===== config.mk =====
export PLATFORM = sky130hd
export DESIGN_NAME = cart_bus_seq
export DESIGN_NICKNAME = d
export VERILOG_FILES = /design/src/rtl/cart_seq_pkg.sv /design/src/rtl/cart_phase_timer.sv /design/src/rtl/cart_addr_ctr.sv /design/src/rtl/cart_pin_drive.sv /design/src/rtl/cart_bus_seq.sv
export SDC_FILE = /design/constraint.sdc
export NUM_CORES = 1
export LEC_CHECK = 0
export BUFFER_PORTS_ARGS = -buffer_cell sky130_fd_sc_hd__buf_2
export CORE_MARGIN = 2
export CORE_UTILIZATION = 47
export CTS_CLUSTER_DIAMETER = 30
export DETAILED_ROUTE_END_ITERATION = 10
export PLACE_DENSITY_LB_ADDON = 0.05
export SETUP_SLACK_MARGIN = 0.3
export SLEW_MARGIN = 5
export SYNTH_ARGS = -nofsm -noshare
export SYNTH_HDL_FRONTEND = slang
export SYNTH_SLANG_ARGS = --single-unit

===== constraint.sdc =====
create_clock -name clk -period 2.3 [get_ports clk]
set_input_delay 0.345 -clock clk [delete_from_list [all_inputs] [get_ports clk]]
set_output_delay 0.345 -clock clk [all_outputs]
set_load 0.02 [all_outputs]

===== src/rtl/cart_seq_pkg.sv =====
package cart_seq_pkg;

    localparam int CPU_AW = 16;
    localparam int CART_AW = 15;
    localparam int BYTE_W = 8;

    typedef enum logic [1:0] {
        OP_LOAD  = 2'b00,
        OP_READ  = 2'b01,
        OP_WRITE = 2'b10,
        OP_BURST = 2'b11
    } op_e;

    typedef enum logic [1:0] {
        PH_IDLE,
        PH_SETUP,
        PH_STROBE,
        PH_HOLD
    } phase_e;

    typedef struct packed {
        logic              is_write;
        logic [BYTE_W-1:0] wdata;
    } xfer_t;

    // chip enable is active low and only inside the strobe of an upper-half access
    function automatic logic ce_level(input logic a_top, input logic strobe);
        return ~(a_top & strobe);
    endfunction

endpackage


===== src/rtl/cart_phase_timer.sv =====
module cart_phase_timer #(
    parameter int TW = 3
) (
    input  logic          clk,
    input  logic          rst,
    input  logic          load,
    input  logic [TW-1:0] load_val,
    output logic          expired
);
    logic [TW-1:0] cnt_q;

    always_ff @(posedge clk) begin
        if (rst) begin
            cnt_q <= '0;
        end else if (load) begin
            cnt_q <= load_val;
        end else if (cnt_q != '0) begin
            cnt_q <= cnt_q - TW'(1);
        end
    end

    assign expired = (cnt_q == '0);
endmodule


===== src/rtl/cart_addr_ctr.sv =====
module cart_addr_ctr
    import cart_seq_pkg::*;
#(
    parameter int INC_W = 12
) (
    input  logic              clk,
    input  logic              rst,
    input  logic              load,
    input  logic [CPU_AW-1:0] load_addr,
    input  logic              inc,
    output logic [CPU_AW-1:0] addr
);
    logic [CPU_AW-1:0] addr_q;
    logic [CPU_AW-1:0] addr_nxt;

    generate
        if (INC_W >= CPU_AW) begin : g_full
            assign addr_nxt = addr_q + CPU_AW'(1);
        end else begin : g_split
            // only the low block bits count; the block base stays put
            assign addr_nxt = {addr_q[CPU_AW-1:INC_W], addr_q[INC_W-1:0] + INC_W'(1)};
        end
    endgenerate

    always_ff @(posedge clk) begin
        if (rst) begin
            addr_q <= '0;
        end else if (load) begin
            addr_q <= load_addr;
        end else if (inc) begin
            addr_q <= addr_nxt;
        end
    end

    assign addr = addr_q;
endmodule


===== src/rtl/cart_pin_drive.sv =====
module cart_pin_drive
    import cart_seq_pkg::*;
(
    input  phase_e             phase,
    input  xfer_t              xf,
    input  logic [CPU_AW-1:0]  addr,
    output logic [CART_AW-1:0] cart_addr,
    output logic [BYTE_W-1:0]  cart_dout,
    output logic               cart_doe,
    output logic               cart_rw,
    output logic               m2,
    output logic               ce_n
);
    logic drive;

    assign m2        = (phase == PH_STROBE);
    assign ce_n      = ce_level(addr[CPU_AW-1], m2);
    assign drive     = xf.is_write && (phase != PH_IDLE);
    assign cart_doe  = drive;
    assign cart_rw   = ~drive;
    assign cart_dout = drive ? xf.wdata : '0;

    // straight, bit-for-bit address mapping
    for (genvar n = 0; n < CART_AW; n++) begin : g_abit
        assign cart_addr[n] = addr[n];
    end
endmodule


===== src/rtl/cart_bus_seq.sv =====
module cart_bus_seq
    import cart_seq_pkg::*;
#(
    parameter int SETUP_CYC  = 2,
    parameter int STROBE_CYC = 4,
    parameter int HOLD_CYC   = 2,
    parameter int INC_W      = 12,
    parameter int LEN_W      = 13
) (
    input  logic               clk,
    input  logic               rst,
    input  logic               cmd_valid,
    input  logic [1:0]         cmd_op,
    input  logic [CPU_AW-1:0]  cmd_addr,
    input  logic [BYTE_W-1:0]  cmd_wdata,
    input  logic [LEN_W-1:0]   cmd_len,
    output logic               busy,
    output logic [BYTE_W-1:0]  rd_data,
    output logic               rd_valid,
    output logic               done,
    output logic [CART_AW-1:0] cart_addr,
    input  logic [BYTE_W-1:0]  cart_din,
    output logic [BYTE_W-1:0]  cart_dout,
    output logic               cart_doe,
    output logic               cart_rw,
    output logic               m2,
    output logic               ce_n
);
    localparam int MAX_A = (SETUP_CYC > STROBE_CYC) ? SETUP_CYC : STROBE_CYC;
    localparam int MAX_C = (MAX_A > HOLD_CYC) ? MAX_A : HOLD_CYC;
    localparam int TW    = $clog2(MAX_C) + 1;

    phase_e             phase_q, phase_nxt;
    xfer_t              xf_q;
    logic [LEN_W-1:0]   remain_q;
    logic [BYTE_W-1:0]  rd_data_q;
    logic               rd_valid_q, done_q;
    logic [CPU_AW-1:0]  addr;
    logic               tmr_load, tmr_exp;
    logic [TW-1:0]      tmr_val;
    logic               accept, starts_bus, last_beat;
    op_e                op;

    assign op         = op_e'(cmd_op);
    assign accept     = cmd_valid && (phase_q == PH_IDLE);
    assign starts_bus = (op == OP_READ) || (op == OP_WRITE) ||
                        ((op == OP_BURST) && (cmd_len != '0));
    assign last_beat  = (remain_q == LEN_W'(1));

    always_comb begin
        phase_nxt = phase_q;
        unique case (phase_q)
            PH_IDLE:   if (accept && starts_bus) phase_nxt = PH_SETUP;
            PH_SETUP:  if (tmr_exp) phase_nxt = PH_STROBE;
            PH_STROBE: if (tmr_exp) phase_nxt = PH_HOLD;
            PH_HOLD:   if (tmr_exp) phase_nxt = last_beat ? PH_IDLE : PH_SETUP;
            default:   phase_nxt = PH_IDLE;
        endcase
        tmr_load = (phase_nxt != phase_q);
        unique case (phase_nxt)
            PH_SETUP:  tmr_val = TW'(SETUP_CYC - 1);
            PH_STROBE: tmr_val = TW'(STROBE_CYC - 1);
            PH_HOLD:   tmr_val = TW'(HOLD_CYC - 1);
            default:   tmr_val = '0;
        endcase
    end

    always_ff @(posedge clk) begin
        if (rst) begin
            phase_q    <= PH_IDLE;
            xf_q       <= '0;
            remain_q   <= '0;
            rd_data_q  <= '0;
            rd_valid_q <= 1'b0;
            done_q     <= 1'b0;
        end else begin
            phase_q    <= phase_nxt;
            rd_valid_q <= 1'b0;
            done_q     <= 1'b0;
            unique case (phase_q)
                PH_IDLE: begin
                    if (accept) begin
                        unique case (op)
                            OP_READ: begin
                                xf_q     <= '0;
                                remain_q <= LEN_W'(1);
                            end
                            OP_WRITE: begin
                                xf_q     <= '{is_write: 1'b1, wdata: cmd_wdata};
                                remain_q <= LEN_W'(1);
                            end
                            OP_BURST: begin
                                xf_q     <= '0;
                                remain_q <= cmd_len;
                                if (cmd_len == '0) done_q <= 1'b1;
                            end
                            default: ;
                        endcase
                    end
                end
                PH_STROBE: begin
                    if (tmr_exp && !xf_q.is_write) begin
                        rd_data_q  <= cart_din;
                        rd_valid_q <= 1'b1;
                    end
                end
                PH_HOLD: begin
                    if (tmr_exp) begin
                        if (last_beat) begin
                            done_q <= 1'b1;
                            xf_q   <= '0;
                        end
                        remain_q <= remain_q - LEN_W'(1);
                    end
                end
                default: ;
            endcase
        end
    end

    cart_phase_timer #(.TW(TW)) u_timer (
        .clk      (clk),
        .rst      (rst),
        .load     (tmr_load),
        .load_val (tmr_val),
        .expired  (tmr_exp)
    );

    cart_addr_ctr #(.INC_W(INC_W)) u_addr (
        .clk       (clk),
        .rst       (rst),
        .load      (accept && (op == OP_LOAD)),
        .load_addr (cmd_addr),
        .inc       ((phase_q == PH_HOLD) && tmr_exp && !xf_q.is_write),
        .addr      (addr)
    );

    cart_pin_drive u_pins (
        .phase     (phase_q),
        .xf        (xf_q),
        .addr      (addr),
        .cart_addr (cart_addr),
        .cart_dout (cart_dout),
        .cart_doe  (cart_doe),
        .cart_rw   (cart_rw),
        .m2        (m2),
        .ce_n      (ce_n)
    );

    assign busy     = (phase_q != PH_IDLE);
    assign rd_data  = rd_data_q;
    assign rd_valid = rd_valid_q;
    assign done     = done_q;
endmodule


==> impl_results.md <==
* Status: completed
* Hold crit path type: primary input to flip-flop
* Hold Crit Start: cart_din[7]
* Largest net degree at the start of global routing at 29
* Root Driver: clkbuf_8
* Core area at 6350 µm²
* Gp weighted congestion at 0.894
* Logic gate share of total power at 0.574
* Total number of vias at 3122
* Final Hold Fails at 0
* Maximum clock insertion buffer count at 2
* CTS tree: built
* CTS sink cnt at 53
* Synth area leaders: dfxtp_1 34%, nor2_1 6.0%, ha_1 5.7%
* Die height at 85.0 µm
* Tmin final at 2.27 ns
* Syn Nets at 448
* EDFF count, synth at 0
* CP Class: flip-flop to flip-flop
* Syn Inst Count at 384
* Die W at 85.0 µm
* Total of max-cap violations at 0
* CTS buffer count at 5
* Mapped Avg Cell Area at 8.02 µm²
* RSZ-0062 raised after global routing: yes
* Starting Density at 0.485
* Placed cell area at 3610 µm²
* Clock latency on the worst-skew pair at 0.32 ns
* Initial antenna violation count at 0
* RR Startpoint: remain_q[1]
* Critical path fanouts, max at 2
* Mean routed wirelength per cell at 14.9 µm
* Layout fillers at 548
* Final worst setup slack at 0.0274 ns
* CP top delay family: simple AND/OR/NAND/NOR gates
* Setup-failing EPs final at 0
* Vias in the first global route at 2949
* Peak VDD IR at 0.529 mV
* Sw frac at 0.412
* Clock power share at 0.144
* Max-slew violation count at 0
* Worst Path Required at 2.50 ns
* Nets at 556
* FP Rows at 29
* Main synth FF type: dfxtp_1
* R2R Setup Slk at 0.03 ns
* Number of remaining DRC errors at 0
* NetSw at 1.67 mW
* I/O pins at 88
* P_int at 2.39 mW
* Area grow syn2layout at 36.6%
* Design area at 4210 µm²
* WP buf/inv at 1
* CP peak stage delay at 0.43 ns
* Port buffer count at 87
* Drt initial violations at 91
* Die area at 7220 µm²
* Yosys top cell by area: dfxtp_1
* Sequential share of power at 0.282
* Count leader, synth: dfxtp_1
* Total Wirelength at 8.47 mm
* Synthesized area at 3080 µm²
* Total GRT Usage at 0.224
* Initial DRT Pass Iterations at 4
* Drt via density at 5.48
* DP HPWL at 5.48 mm
* Final worst path period share at 0.988
* Post-route ant nets at 0
* Worst-Margin Slew at 0.625 ns
* Crit. Startpoint: remain_q[1]
* Post-synth top area share at 0.344
* Total grt overflow at 0
* Crit path DAT at 2.47 ns
* Worst hold margin at 0.254 ns
* Warnings, synthesis at 0
* CP max-delay cell: or4b_1
* Ratio of cells with drive above 1 in the final layout at 0.422
* Seq/Total Area, Yosys at 0.344
* Power per cell area at 965 nW/µm²
* Leakage at 1.77 nW
* Max_slew headroom at 0.583
* Pre-CTS setup slack at 0.0101 ns
* CP startpoint kind: flip-flop
* H-Tree Depth at 2
* CTS clk-pin slew, worst paths at 0.11 ns
* Flops & latches, synth at 53
* Ys async rst share at 0
* Endpoint type of the worst setup path: flip-flop
* CP Cell Sequence: inv_2 > ha_4 > or4b_1 > or3_4 > a21oi_4 > mux2i_2 > nand2_1 > mux2_4
* Clock Skews at 0.0138 ns
* Synth cell types at 56
* Global-route wire length before repair at 13.4 mm
* Hold-fix buffers, CTS at 0
* Fmax at 440 MHz
* Number of diodes at 0
* Synth cell count leaders: 53 x dfxtp_1, 49 x nor2_1, 41 x nand2_1
-- worst reg2reg max path, cell delays in order, from the launching register on --
cell	delay, ns
dfxtp_2	0.33
inv_2	0.06
ha_4	0.11
or4b_1	0.43
or3_4	0.37
a21oi_4	0.16
mux2i_2	0.27
nand2_1	0.13
mux2_4	0.31
-- cells by family (layout without fill, tap and decap cells) --
logic type | after synthesis | after routing | synth area share
and+or+nand+nor | 156 | 156 | 0.250
AOI/OAI and AO/OA | 94 | 95 | 0.207
DFF | 53 | 53 | 0.344
buffers and inverters | 50 | 158 | 0.0902
adders and majority gates | 14 | 14 | 0.0569
xor gates and xnor gates | 10 | 10 | 0.0284
muxes | 7 | 7 | 0.0232
-- area by class of cell --
type	instances	area (µm²)	area share
repair buffers	136	832	0.198
flip-flops and latches	53	1070	0.255
clock buffers	6	82.6	0.0196
inverters	14	52.6	0.0125
well taps	77	96.3	0.0229
multi-input cells	282	2060	0.488
clock inverters	2	17.5	0.00416
-- final timing paths --
check                endpoint  depth (start not counted)
max          u_timer.cnt_q[1]                          8
min                rd_data[7]                          3
max reg2reg  u_timer.cnt_q[1]                          8
min reg2reg        rd_data[7]                          2
-- power groups by stage --
stage	logic, mW	registers, mW	clock network [mW]
after floorplan	1.16	1.15	0
after global placement	1.57	1.14	0
after detailed placement	1.58	1.15	0
after CTS	1.84	1.13	0.592
after global routing	2.52	1.16	0.622
final	2.33	1.14	0.585
-- flip-flops by register name (all words and copies together) (netlist names) --
register and flops:
phase_q 2, remain_q 13, u_timer.cnt_q 3, rd_valid 1
xf_q 9, u_addr.addr 16, done 1, rd_data 8
-- routing by layer --
layer,track usage,vias to the layer above,part of all wire
met5,0,-,0
met4,0.0678,0,0.018
met3,0.0360,11,0.053
met2,0.375,96,0.48
met1,0.297,1446,0.45
li1,-,1569,-
-- per-stage QoR --
step	power [mW]	setup TNS (ns)	util	std cells
finish	4.06	0	0.663	570
CTS	3.57	0	0.622	562
global route	4.31	-0.0936	0.663	570
detailed placement	2.72	0	0.569	540
global placement	2.71	0	0.569	540
floorplan	2.32	0	-	384
-- layout by cell type, fill, tap and decap left out, types with 3 or more instances in the layout --
cell type	netlist	routed
dfxtp_1	53	46
nand2_1	41	39
nor4_1	5	3
nand3_1	8	7
a22oi_2	0	8
buf_2	1	89
buf_6	2	9
or4_4	2	3
ha_4	0	4
nor2_1	49	49
inv_2	1	5
clkbuf_8	0	6
nor3_1	9	7
o21ai_0	15	11
mux2i_1	6	5
inv_1	13	9
or3_1	7	6
xnor2_1	6	6
and2_1	9	8
a311oi_1	5	4
nand2b_1	4	3
xor2_1	4	4
nand4_1	5	5
o21a_1	3	3
a22oi_1	13	5
ha_1	14	9
a211oi_1	12	11
a21oi_1	23	20
o21ai_1	0	3
a31oi_1	5	3
dfxtp_2	0	6
buf_4	17	38
a21oi_2	2	4
-- repair_timing --
item	4_1_cts	5_1_grt
pin swaps	7	19
endpoints found under the setup margin	39	41
gates resized for setup	31	41
cloned	1	2
setup buffers	13	6
Power figures use the tool's default switching activity.
